## src/rtl/ssm_pkg.sv

```systemverilog
package ssm_pkg;
  localparam int NSRC  = 8;
  localparam int NEXT  = 4;
  localparam int LIM_W = 4;
  localparam int CSR_W = 16;

  localparam int B_DIP    = 4;
  localparam int B_NOSYNC = 5;
  localparam int B_UNX    = 6;
  localparam int B_FRMERR = 7;

  typedef enum logic [1:0] {
    SEL_LIMITS    = 2'd0,
    SEL_IRQ_MASK  = 2'd1,
    SEL_SYNC_MASK = 2'd2,
    SEL_CLEAR     = 2'd3
  } csr_sel_e;
endpackage

```

## src/rtl/ssm_run_counter.sv

```systemverilog
module ssm_run_counter #(
  parameter int LIM_W = 4
) (
  input  logic             clk,
  input  logic             rst_n,
  input  logic             clr,
  input  logic             hit,
  input  logic             miss,
  input  logic [LIM_W-1:0] limit,
  output logic             trip
);
  localparam logic [LIM_W-1:0] CNT_MAX = {LIM_W{1'b1}};

  logic [LIM_W-1:0] cnt;

  always_ff @(posedge clk) begin
    if (!rst_n || clr)       cnt <= '0;
    else if (hit)            cnt <= (cnt == CNT_MAX) ? cnt : cnt + 1'b1;
    else if (miss)           cnt <= '0;
  end

  // Run exceeds limit: this bad frame is number cnt+1 > limit.
  assign trip = hit && (limit != '0) && (cnt >= limit);

  p_run_restart_r4: assert property (@(posedge clk) disable iff (!rst_n)
    (miss && !hit) |=> (cnt == '0));

  p_run_cleared_r12: assert property (@(posedge clk) disable iff (!rst_n)
    clr |=> (cnt == '0));
endmodule

```

## src/rtl/ssm_irq_regs.sv

```systemverilog
module ssm_irq_regs
  import ssm_pkg::*;
#(
  parameter int N     = NSRC,
  parameter int LW    = LIM_W,
  parameter int DW    = CSR_W
) (
  input  logic          clk,
  input  logic          rst_n,
  input  logic [N-1:0]  ev,
  input  logic          csr_wr,
  input  logic [1:0]    csr_sel,
  input  logic [DW-1:0] csr_wdata,
  output logic [LW-1:0] dip_limit,
  output logic [LW-1:0] frm_limit,
  output logic [N:0]    stat,
  output logic          irq,
  output logic          fatal
);
  logic [N-1:0] irq_mask;
  logic [N-1:0] sync_mask;
  logic [N:0]   clr_vec;
  csr_sel_e     sel;

  assign sel     = csr_sel_e'(csr_sel);
  assign fatal   = |(ev & sync_mask);
  assign clr_vec = (csr_wr && sel == SEL_CLEAR) ? csr_wdata[N:0] : '0;

  always_ff @(posedge clk) begin
    if (!rst_n) begin
      dip_limit <= '0;
      frm_limit <= '0;
      irq_mask  <= '0;
      sync_mask <= '0;
    end else if (csr_wr) begin
      case (sel)
        SEL_LIMITS: begin
          dip_limit <= csr_wdata[LW-1:0];
          frm_limit <= csr_wdata[2*LW-1:LW];
        end
        SEL_IRQ_MASK:  irq_mask  <= csr_wdata[N-1:0];
        SEL_SYNC_MASK: sync_mask <= csr_wdata[N-1:0];
        default: ;
      endcase
    end
  end

  always_ff @(posedge clk) begin
    if (!rst_n) stat <= '0;
    else        stat <= (stat & ~clr_vec) | {fatal, ev};
  end

  assign irq = |(stat[N-1:0] & irq_mask);

  p_sticky_hold_r11: assert property (@(posedge clk) disable iff (!rst_n)
    !(csr_wr && sel == SEL_CLEAR) |=> ((stat & $past(stat)) == $past(stat)));

  p_sync_flag_r9: assert property (@(posedge clk) disable iff (!rst_n)
    fatal |=> stat[N]);

  p_nosync_needs_limit_r6: assert property (@(posedge clk) disable iff (!rst_n)
    $rose(stat[B_NOSYNC]) |-> ($past(dip_limit) != '0));

  p_frmerr_needs_limit_r6: assert property (@(posedge clk) disable iff (!rst_n)
    $rose(stat[B_FRMERR]) |-> ($past(frm_limit) != '0));
endmodule

```

## src/rtl/ssm_train_ctl.sv

```systemverilog
module ssm_train_ctl (
  input  logic clk,
  input  logic rst_n,
  input  logic fatal,
  input  logic if_en,
  output logic force_train
);
  logic seen_low;

  always_ff @(posedge clk) begin
    if (!rst_n) begin
      force_train <= 1'b0;
      seen_low    <= 1'b0;
    end else if (fatal) begin
      force_train <= 1'b1;
      seen_low    <= 1'b0;
    end else if (force_train && !if_en) begin
      seen_low    <= 1'b1;
    end else if (force_train && seen_low && if_en) begin
      force_train <= 1'b0;
      seen_low    <= 1'b0;
    end
  end

  p_train_set_r9: assert property (@(posedge clk) disable iff (!rst_n)
    fatal |=> force_train);

  p_train_hold_r10: assert property (@(posedge clk) disable iff (!rst_n)
    (force_train && !if_en) |=> force_train);

  p_train_release_r10: assert property (@(posedge clk) disable iff (!rst_n)
    $fell(force_train) |-> $past(if_en));
endmodule

```

## src/rtl/stat_sync_monitor.sv

```systemverilog
module stat_sync_monitor
  import ssm_pkg::*;
(
  input  logic            clk,
  input  logic            rst_n,
  input  logic            if_en,
  input  logic            frm_valid,
  input  logic            frm_dip_bad,
  input  logic            frm_unexp,
  input  logic [NEXT-1:0] ext_evt,
  input  logic            csr_wr,
  input  logic [1:0]      csr_sel,
  input  logic [CSR_W-1:0] csr_wdata,
  output logic            irq,
  output logic            sync_err,
  output logic            force_train,
  output logic [NSRC:0]   int_status
);
  localparam int NCHK = 2;

  logic             fv;
  logic [NCHK-1:0]  bad;
  logic [NCHK-1:0]  trip;
  logic [LIM_W-1:0] lim [NCHK];
  logic [LIM_W-1:0] dip_limit, frm_limit;
  logic [NSRC-1:0]  ev;
  logic             fatal;

  assign fv      = frm_valid && if_en;
  assign bad[0]  = frm_dip_bad;
  assign bad[1]  = frm_unexp;
  assign lim[0]  = dip_limit;
  assign lim[1]  = frm_limit;

  for (genvar k = 0; k < NCHK; k++) begin : g_run
    ssm_run_counter #(.LIM_W(LIM_W)) i_run (
      .clk   (clk),
      .rst_n (rst_n),
      .clr   (!if_en),
      .hit   (fv && bad[k]),
      .miss  (fv && !bad[k]),
      .limit (lim[k]),
      .trip  (trip[k])
    );
  end

  always_comb begin
    ev           = '0;
    ev[NEXT-1:0] = ext_evt;
    ev[B_DIP]    = fv && frm_dip_bad;
    ev[B_NOSYNC] = trip[0];
    ev[B_UNX]    = fv && frm_unexp;
    ev[B_FRMERR] = trip[1];
  end

  ssm_irq_regs i_regs (
    .clk       (clk),
    .rst_n     (rst_n),
    .ev        (ev),
    .csr_wr    (csr_wr),
    .csr_sel   (csr_sel),
    .csr_wdata (csr_wdata),
    .dip_limit (dip_limit),
    .frm_limit (frm_limit),
    .stat      (int_status),
    .irq       (irq),
    .fatal     (fatal)
  );

  ssm_train_ctl i_train (
    .clk         (clk),
    .rst_n       (rst_n),
    .fatal       (fatal),
    .if_en       (if_en),
    .force_train (force_train)
  );

  assign sync_err = int_status[NSRC];

  p_irq_source_r8: assert property (@(posedge clk) disable iff (!rst_n)
    irq |-> (int_status[NSRC-1:0] != '0));

  p_idle_frames_r12: assert property (@(posedge clk) disable iff (!rst_n)
    (!if_en && !(csr_wr && csr_sel == 2'd3) && ext_evt == '0)
      |=> ($stable(int_status[B_FRMERR:B_DIP])));
endmodule

```

## config.mk

```make
export PLATFORM = sky130hd
export DESIGN_NAME = stat_sync_monitor
export DESIGN_NICKNAME = d
export VERILOG_FILES = /design/src/rtl/ssm_pkg.sv /design/src/rtl/ssm_run_counter.sv /design/src/rtl/ssm_irq_regs.sv /design/src/rtl/ssm_train_ctl.sv /design/src/rtl/stat_sync_monitor.sv
export SDC_FILE = /design/constraint.sdc
export NUM_CORES = 1
export LEC_CHECK = 0
export BUFFER_PORTS_ARGS = -buffer_cell sky130_fd_sc_hd__buf_2
export CAP_MARGIN = 15
export CORE_MARGIN = 2
export CORE_UTILIZATION = 54
export DETAILED_ROUTE_END_ITERATION = 8
export PLACE_DENSITY = 0.85
export SYNTH_ARGS = -nofsm -noshare
export SYNTH_HDL_FRONTEND = slang
export SYNTH_SLANG_ARGS = --single-unit
```

## constraint.sdc

```tcl
create_clock -name clk -period 2.3 [get_ports clk]
set_clock_uncertainty 0.15 [all_clocks]
set_input_delay 0.23 -clock clk [delete_from_list [all_inputs] [get_ports clk]]
set_output_delay 0.23 -clock clk [all_outputs]
set_load 0.03 [all_outputs]
```

Word level (Yosys, flattened, before mapping)

Index checks and enable logic that the tools add are counted.

Latch bits: 0
ROM bits: 0
Bits in writable memories: 0
Register bits after elaboration: 43
Logic and storage cells: 72
Memories kept: 0
Input port bits: 29

Reduce and logical (&&, ||, !) cells: 34
Multiply operators: 0
Bitwise logic cells: 6
Div/mod/pow operators: 0
Shift operators: 0
Order comparisons: 2
Equality and inequality tests: 8
Multiplexer cells: 11
Add/sub/neg operators: 2

Operator list:

| kind                                                                   | number |
|---|---|
| 4-bit 2-to-1 mux                                                       | 6 |
| 8-bit AND                                                              | 2 |
| 8-bit OR reduction                                                     | 2 |
| 1-bit logical AND                                                      | 13 |
| 2-bit AND reduction                                                    | 6 |
| 9-bit AND                                                              | 1 |
| 9-bit 2-to-1 mux                                                       | 1 |
| 9-bit NOT                                                              | 1 |
| 9-bit bitwise OR                                                       | 1 |
| 9-bit OR reduction                                                     | 1 |
| 4-bit by 1-bit adder with 4-bit output (second input constant)         | 2 |
| 4-bit equality test (second input constant)                            | 2 |
| 4-bit greater-or-equal comparator                                      | 2 |
| 2-bit nonzero test                                                     | 4 |
| 4-bit nonzero test                                                     | 2 |
| 2-bit inequality test (second input constant)                          | 3 |
| 2-bit equality test (second input constant)                            | 2 |
| 1-bit zero test                                                        | 4 |
| 1-bit 2-to-1 mux                                                       | 4 |
| 2-bit by 1-bit equality test with 1-bit output (second input constant) | 1 |
| 2-bit zero test                                                        | 1 |
| 1-bit logical OR                                                       | 1 |
| 1-bit NOT                                                              | 1 |

Logic depth before layout (Yosys ltp)

Gate-level depths: netlist of the first run.

Word-level depth: 8
Gate-level depth with buffers: 7
Depth with buffers taken out: 7

Modules after synthesis

From an unflattened synthesis of the first run, not the netlist that was laid out.

Cells, all modules: 209
Area total of the unflattened synthesis: 2084.5 µm²

By module, submodules not included:

| module            | cells an instance | times used | area an instance (µm²) |
|---|---|---|---|
| ssm_irq_regs      | 120               | 1          | 1342.5 |
| ssm_run_counter   | 38                | 2          | 315.3 |
| ssm_train_ctl     | 7                 | 1          | 70.1 |
| stat_sync_monitor | 6                 | 1          | 41.3 |

Worst setup path after synthesis of the first run

No wires, ideal clock.

Path kind: reg2reg
Start point: register g_run[1].i_run.cnt[0]
End point: register i_train.seen_low
Setup slack: 0.398 ns
Clock period less this slack: 1.902 ns
Setup time: 0.060 ns
Stages on the path, launching flop included: 8
Arrival time: 1.692 ns
Buffers on the path: 0
Required time: 2.090 ns
Path through: dfxtp_1 -> inv_1 -> ha_1 -> nand2b_4 -> a2111oi_4 -> nor4_2 -> a221oi_2 -> and3_1

Longest elaborated chain between the ends: 4

Ends and longest elaborated chain:

| element                           | line                  | source |
|---|---|---|
| start, declared                   | ssm_run_counter.sv:14 | `logic [LIM_W-1:0] cnt;` |
| start signal, assigned            | ssm_run_counter.sv:18 | `else if (hit) cnt <= (cnt == CNT_MAX) ? cnt : cnt + 1'b1;` |
| 4-bit greater-or-equal comparator | ssm_run_counter.sv:23 | `assign trip = hit && (limit != '0) && (cnt >= limit);` |
| 1-bit logical AND                 | ssm_run_counter.sv:23 |  |
| 8-bit AND                         | ssm_irq_regs.sv:26    | `assign fatal = \|(ev & sync_mask);` |
| 9-bit OR reduction (no line)      | -                     |  |
| end signal, assigned              | ssm_train_ctl.sv:13   | `seen_low <= 1'b0;` |
| end signal, assigned              | ssm_train_ctl.sv:16   | `seen_low <= 1'b0;` |
| end signal, assigned              | ssm_train_ctl.sv:18   | `seen_low <= 1'b1;` |
| end, declared                     | ssm_train_ctl.sv:8    | `logic seen_low;` |

Every way passes these cells.
A chain may end at the register's enable or synchronous reset.

Worst setup path in the final report of the first run

Start point: register g_run[0].i_run.cnt[0]
End point: register i_train.seen_low

Longest elaborated chain between the ends: 4

Ends and longest elaborated chain:

| element                           | line |
|---|---|
| start, declared                   | ssm_run_counter.sv:14 |
| start signal, assigned            | ssm_run_counter.sv:18 |
| 4-bit greater-or-equal comparator | ssm_run_counter.sv:23 |
| 1-bit logical AND                 | ssm_run_counter.sv:23 |
| 8-bit AND                         | ssm_irq_regs.sv:26 |
| 9-bit OR reduction (no line)      | - |

Every way passes these cells.

==> results.tsv, run 1 <==
stage	metric	value	unit
die	num_rows	22	
finish	final_cell_mix	dfxtp_1 (43), buf_2 (33), nor2b_1 (30)	
sta	tns	0	ps
sta	fin_crit_sh	0.9377	
outcome	status	finished, final reports clean	
drt	drt-wirelength-per-cell	13.27	µm
die	core	3661	µm²
drt	drcViolationCount	0	
sta	maxSlewViolCount	0	
drt	drt_pass1_iterations	4	
yosys	mappedNetlistArea	2057	µm²
finish	final_util	0.6507	
critical_path	cp_max_fo	3	
place	gp_congestion	0.7960	
global_routing	antenna_found_initial	0	
critical_path	rr_worst_depth	7	
min_path	hold_path.class	in2reg	
drt	viasPerCell	5.538	
finish	nets	294	
finish	num_antenna_cells	0	
global_routing	grt_usage	0.2022	
drt	drt_iter0_drc	85	
drt	via_count	1678	
sta	setup_viol	0	
sta	max_slew_margin	0.5998	
clock_tree	cts_resized	0	
clock_tree	htreeDepth	2	
sta	worstMarginPinSlew	598.5	ps
clock_tree	clk_pin_slew	80	ps
die	die_w	65.72	µm
flow_run	drv_cap	0	
yosys	synth_top_cell_by_area	dfxtp_1	
die	ios	41	
clock_tree	postCtsHoldBufs	0	
clock_tree	root_buffer	clkbuf_8	
clock_tree	clock_path_buffers	2	
place	dp_hpwl	3025	µm
yosys	syn_inst	221	
global_routing	first_global_vias	1534	
power	ir_worst_vdd	0.4205	mV
finish	fillers	319	
die	initial_core_util	0.5619	
clock_tree	cts_buffers	5	
die	dieArea	4319	µm²
sta	rsz0062_at_grt	no	
yosys	synth_area_leaders	dfxtp_1 (42%), nor2b_1 (9.1%), mux2i_1 (8.8%)	
yosys	synth_fp_nets	260	
critical_path	worstPathRequired	2390	ps
sta	hold_viol_final	0	
power	static-leakage-power	1.012	nW
power	powerDensity	646.7	nW/µm²
yosys	synth_top_area_share	0.4185	
die	die_h	65.72	µm
drt	wl	4020	µm
yosys	synth_seq_area_share	0.4185	
place	port_buffers	33	
yosys	postSynthAreaPerCell	9.308	µm²
critical_path	worstPathArrival	2250	ps
clock_tree	postCtsSetupRepairBufs	0	
finish	final_layout_size_suffix_gt1_frac	0.1961	
global_routing	grt_max_degree	36	
sta	max_clock_freq	0.4637	GHz
min_path	min_path_cells	3	
critical_path	criticalPathCategory	reg2reg	
global_routing	grt_overflow_total	0	
critical_path	critPathLaunchType	register	
clock_tree	cts.sinks	43	
finish	areaGrowthSynthToFinish	15.81	%
yosys	ys_types	34	
clock_tree	tritoncts	done	
global_routing	grt_pass1_wl	6686	µm
sta	period_needed	2157	ps
power	fin_total_pwr	1.541	mW
sta	holdWs	39.14	ps
clock_tree	clk_latency	300	ps
critical_path	cp-end-kind	register	
yosys	ys_ff_latch	43	
yosys	yosysWarnings	0	
drt	ant_nets	0	
finish	mostFrequentLayoutCell	dfxtp_1	
path summary, 6_finish.rpt:
path                         startpoint          endpoint  slack [ps]
setup / recovery  g_run[0].i_run.cnt[0]  i_train.seen_low         140
hold / removal               ext_evt[1]    i_regs.stat[1]          40
setup reg to reg  g_run[0].i_run.cnt[0]  i_train.seen_low         140
hold reg to reg          i_regs.stat[8]    i_regs.stat[8]         330
critical path: stages, from the launching register on:
cell and delay, ps:
dfxtp_1 360, inv_1 80, ha_1 260, nand2b_1 180
a2111oi_4 360, nor4_1 120, a221oi_2 380, and3_1 210
state kept, by name (all words and copies together), names as in the netlist:
name	flops
i_regs.stat	9
g_run.i_run.cnt	8
i_regs.irq_mask	8
i_regs.sync_mask	8
i_regs.dip_limit	4
i_regs.frm_limit	4
i_train.force_train	1
i_train.seen_low	1
metal layers:
metal | wire length (µm) | global-route usage | up-vias
met3 | 174 | 0.04966 | 8
met2 | 1945 | 0.3371 | 33
met5 | 0 | 0 | -
met4 | 87 | 0.08854 | 0
li1 | - | - | 846
met1 | 1813 | 0.2457 | 791
area by class of cell:
class / instances / area (µm²) / area share
clock buffer: 5 / 68.82 / 0.02889
inverter: 9 / 33.78 / 0.01418
timing repair buffer: 36 / 187.7 / 0.07878
sequential: 43 / 860.8 / 0.3613
tap: 48 / 60.06 / 0.02521
clock inverter: 2 / 37.54 / 0.01576
multi-input combinational: 160 / 1134 / 0.4758
cells in the mapped netlist, drive strengths merged:
library cell	number
a2111oi	2
a21boi	6
a21oi	21
a221oi	1
a22oi	8
a311oi	2
a31oi	2
and2	1
and3	2
buf	4
clkbuf	5
dfxtp	43
ha	10
inv	9
mux2i	18
nand2	19
nand2b	2
nand3	4
nand3b	2
nand4	4
nor2	13
nor2b	30
nor3b	1
nor4	4
o21a	2
o21ai	2
o21bai	2
or3	2
through the flow:
step                      std cells  instance area (µm²)  setup WS [ps]
after CTS                       303                 2370          158.6
after global routing            303                 2382          34.44
final                           303                 2382          143.4
after floorplan                 221                 2057          398.2
after detailed placement        296                 2263          196.6
after global placement          296                 2263          223.1
power breakdown:
group / internal (mW) / leakage [nW] / switching [mW] / total [mW]
Combinational: 0.0789 / 0.612 / 0.107 / 0.186
Sequential: 0.772 / 0.350 / 0.0184 / 0.790
Clock: 0.317 / 0.0502 / 0.247 / 0.564
logic make-up (layout without fill, tap and decap cells):
logic type,after synthesis,in the layout,share of synthesized area
compound gates,48,48,0.1642
fa+ha+maj,10,10,0.06083
buf+inv,18,52,0.03650
flops,43,43,0.4185
mux,18,18,0.08759
simple gates,84,84,0.2324
Note: power is estimated with default switching activity, not from simulation.
==> run 2, diff against run 1 <==
--- a/config.mk
+++ b/config.mk
@@ -13,4 +13,5 @@
 export PLACE_DENSITY = 0.85
 export SYNTH_ARGS = -nofsm -noshare
 export SYNTH_HDL_FRONTEND = slang
+export SYNTH_HIERARCHICAL = 1
 export SYNTH_SLANG_ARGS = --single-unit
==> run 2 against run 1 <==
  * Sequential cell count is the same
  * Utilization grew 0.87 points
  * Setup slack gained 46 ps
  * Critical path depth grew 2
  * Register-to-register slack gained 50 ps
  * Routed wire length grew 5.0%
  * Critical endpoint is now i_train/seen_low
==> results.tsv, run 2 <==
stage	metric	value	unit	change
outcome	status	finished, final reports clean		unchanged
drt	viasPerCell	5.458		was 5.538
yosys	synth_flop_cell	dfxtp_1		unchanged
yosys	yosysMostFrequentCell	dfxtp_1		unchanged
clock_tree	clk_latency	300	ps	about the same
yosys	synth_seq_area_share	0.4130		was 0.4185
yosys	synth_top_cell_by_area	dfxtp_1		unchanged
clock_tree	clock_path_buffers	2		unchanged
yosys	synth_top_area_share	0.4130		was 0.4185
sta	fin_crit_sh	0.9177		was 0.9377
die	ios	41		unchanged
critical_path	worstPathArrival	2210	ps	was 2250 ps
power	powerDensity	688.5	nW/µm²	was 646.7 nW/µm²
critical_path	r2r_setup_slack	190	ps	was 140 ps
critical_path	rr_worst_depth	9		was 7
yosys	syn_inst	209		was 221
drt	ant_nets	0		unchanged
critical_path	worstReg2RegEnd	i_train/seen_low		was i_train.seen_low
drt	drt_iter0_drc	46		was 85
sta	rsz0062_at_grt	no		unchanged
yosys	async_flop_share	0		unchanged
sta	hold_viol_final	0		unchanged
finish	areaGrowthSynthToFinish	16.69	%	was 15.81%
global_routing	grt_max_degree	33		was 36
yosys	yosysWarnings	6		was 0
yosys	postSynthAreaPerCell	9.974	µm²	was 9.308 µm²
drt	drcViolationCount	0		unchanged
critical_path	cp_slowest_stage_delay	380	ps	about the same
global_routing	grt_pass1_wl	7024	µm	was 6686 µm
global_routing	grt_overflow_total	0		unchanged
finish	final_cell_mix	dfxtp_1 (43), buf_2 (33), mux2i_1 (28)		was dfxtp_1 (43), buf_2 (33), nor2b_1 (30)
clock_tree	htreeDepth	2		unchanged
critical_path	cp-end-kind	register		unchanged
critical_path	cp_max_fo	4		was 3
critical_path	criticalPathCategory	reg2reg		unchanged
finish	nets	285		was 294
clock_tree	cts_buffers	5		unchanged
sta	period_needed	2111	ps	was 2157 ps
die	die_w	66.13	µm	was 65.72 µm
die	num_rows	22		unchanged
power	static-leakage-power	1.067	nW	was 1.012 nW
yosys	synth_area_leaders	dfxtp_1 (41%), mux2i_1 (13%), nor2b_1 (7.2%)		was dfxtp_1 (42%), nor2b_1 (9.1%), mux2i_1 (8.8%)
yosys	mappedNetlistArea	2084	µm²	was 2057 µm²
min_path	hold_path.class	in2reg		unchanged
flow_run	drv_cap	0		unchanged
finish	mostFrequentLayoutCell	dfxtp_1		unchanged
yosys	ys_types	34		unchanged
drt	drt-wirelength-per-cell	14.30	µm	was 13.27 µm
clock_tree	root_buffer	clkbuf_8		unchanged
die	die_h	66.13	µm	was 65.72 µm
power	fin_total_pwr	1.675	mW	was 1.541 mW
clock_tree	clk_pin_slew	90	ps	was 80 ps
global_routing	grt_usage	0.2154		was 0.2022
sta	max_clock_freq	0.4738	GHz	was 0.4637 GHz
power	ir_worst_vdd	0.5073	mV	was 0.4205 mV
critical_path	cp_cell_sequence	inv_1, ha_1, nor2_1, a21oi_1, o31a_1, a22oi_1, nand4_1, inv_1, o2111a_1		was inv_1, ha_1, nand2b_1, a2111oi_4, nor4_1, a221oi_2, and3_1
finish	final_layout_size_suffix_gt1_frac	0.2267		was 0.1961
clock_tree	cts.sinks	43		unchanged
yosys	ys_ff_latch	43		unchanged
sta	maxSlewViolCount	0		unchanged
place	dp_hpwl	3076	µm	was 3025 µm
sta	setup_viol	0		unchanged
die	core	3689	µm²	was 3661 µm²
clock_tree	cts_resized	0		unchanged
finish	regMostFlops	i_regs/stat		was i_regs.stat
global_routing	antenna_found_initial	0		unchanged
drt	wl	4219	µm	was 4020 µm
critical_path	critPathMostFrequentCell	inv_1		
die	dieArea	4373	µm²	was 4319 µm²
critical_path	critPathSlowestCell	dfxtp_1		was a221oi_2
critical_path	crit_end	i_train/seen_low		was i_train.seen_low
place	port_buffers	33		unchanged
yosys	synth_common_cells	dfxtp_1 (43), mux2i_1 (28), nor2b_1 (24)		was dfxtp_1 (43), nor2b_1 (30), a21oi_1 (21)
sta	tns	0	ps	unchanged
global_routing	first_global_vias	1501		was 1534
critical_path	cp-startpoint	g_run[0].i_run/cnt[0]		was g_run[0].i_run.cnt[0]
critical_path	worstPathRequired	2400	ps	was 2390 ps
place	gp_congestion	0.8017		was 0.7960
sta	max_slew_margin	0.6144		was 0.5998
die	initial_core_util	0.5651		was 0.5619
drt	drt_pass1_iterations	4		unchanged
finish	largest_register_ffs	9		unchanged
finish	num_antenna_cells	0		unchanged
sta	worstMarginPinSlew	576.6	ps	was 598.5 ps
yosys	synth-edff-count	0		unchanged
critical_path	r2r-start	g_run[0].i_run/cnt[0]		was g_run[0].i_run.cnt[0]
finish	fillers	320		was 319
clock_tree	tritoncts	done		unchanged
critical_path	critPathLaunchType	register		unchanged
yosys	synth_fp_nets	248		was 260
drt	via_count	1610		was 1678
[run 2: worst min-delay path by stage]
stage	from	endpoint	slack, ps	cells past startpoint
after floorplan	if_en	i_train/force_train	190	1
after global placement	i_train/seen_low	i_train/force_train	270	1
after detailed placement	i_train/seen_low	i_train/force_train	280	1
after CTS	ext_evt[0]	i_regs/stat[0]	2	2
after global routing	ext_evt[3]	i_regs/stat[3]	2	2
final	ext_evt[0]	i_regs/stat[0]	6	2
[run 2: layout make-up]
| cell class | count | area (µm²) | share of cell area |
|---|---|---|---|
| Timing Repair Buffer | 38 | 207.7 | 0.08539 |
| Tap cell | 48 | 60.06 | 0.02469 |
| Multi-Input combinational cell | 146 | 1122 | 0.4614 |
| Sequential cell | 43 | 860.8 | 0.3539 |
| Clock buffer | 5 | 68.82 | 0.02829 |
| Inverter | 12 | 45.04 | 0.01852 |
| Clock inverter | 3 | 67.56 | 0.02778 |
[run 2: cell families (layout without fill, tap and decap cells)]
family,count (synthesis),in the layout,synth area share
compound gates,41,41,0.1429
flops,43,43,0.4130
fa+ha+maj,10,10,0.06002
mux,28,28,0.1345
simple gates,67,67,0.2011
buf+inv,20,58,0.04862
[run 2: per-layer routing]
layer | track usage | vias to the layer above | share of wire
met5 | 0 | - | 0
met4 | 0.08673 | 0 | 0.014
met3 | 0.06303 | 6 | 0.034
met2 | 0.3538 | 20 | 0.50
met1 | 0.2630 | 766 | 0.45
li1 | - | 818 | -
[run 2: per-stage QoR]
stage	cells	area (µm²)	hold slack, ps	utilization	setup WS [ps]
finish	295	2432	6.000	0.6594	189.2
global route	295	2432	2.114	0.6594	23.83
CTS	295	2432	1.650	0.6594	170.2
detailed placement	285	2276	281.4	0.6170	195.7
global placement	285	2276	269.7	0.6170	232.7
floorplan	209	2085	191.0	-	469.5
[run 2: critical path, delay by kind of cell (launching register included)]
| kind | cells | cell delay, ps |
|---|---|---|
| and+or+nand+nor | 2 | 330 |
| adders and majority gates | 1 | 270 |
| DFF | 1 | 380 |
| buffers and inverters | 2 | 210 |
| AOI/OAI and AO/OA | 4 | 710 |
[run 2: repair_timing]
item	CTS	global route
endpoints found under the setup margin	0	0
setup buffers	0	0
endpoints found under the hold margin	2	0
hold buffers	2	0
[run 2: where the power goes]
part / switching [mW] / total [mW] / internal, mW
logic: 0.103 / 0.183 / 0.0802
registers: 0.0194 / 0.791 / 0.772
clock network: 0.267 / 0.700 / 0.433
total: 0.390 / 1.67 / 1.28
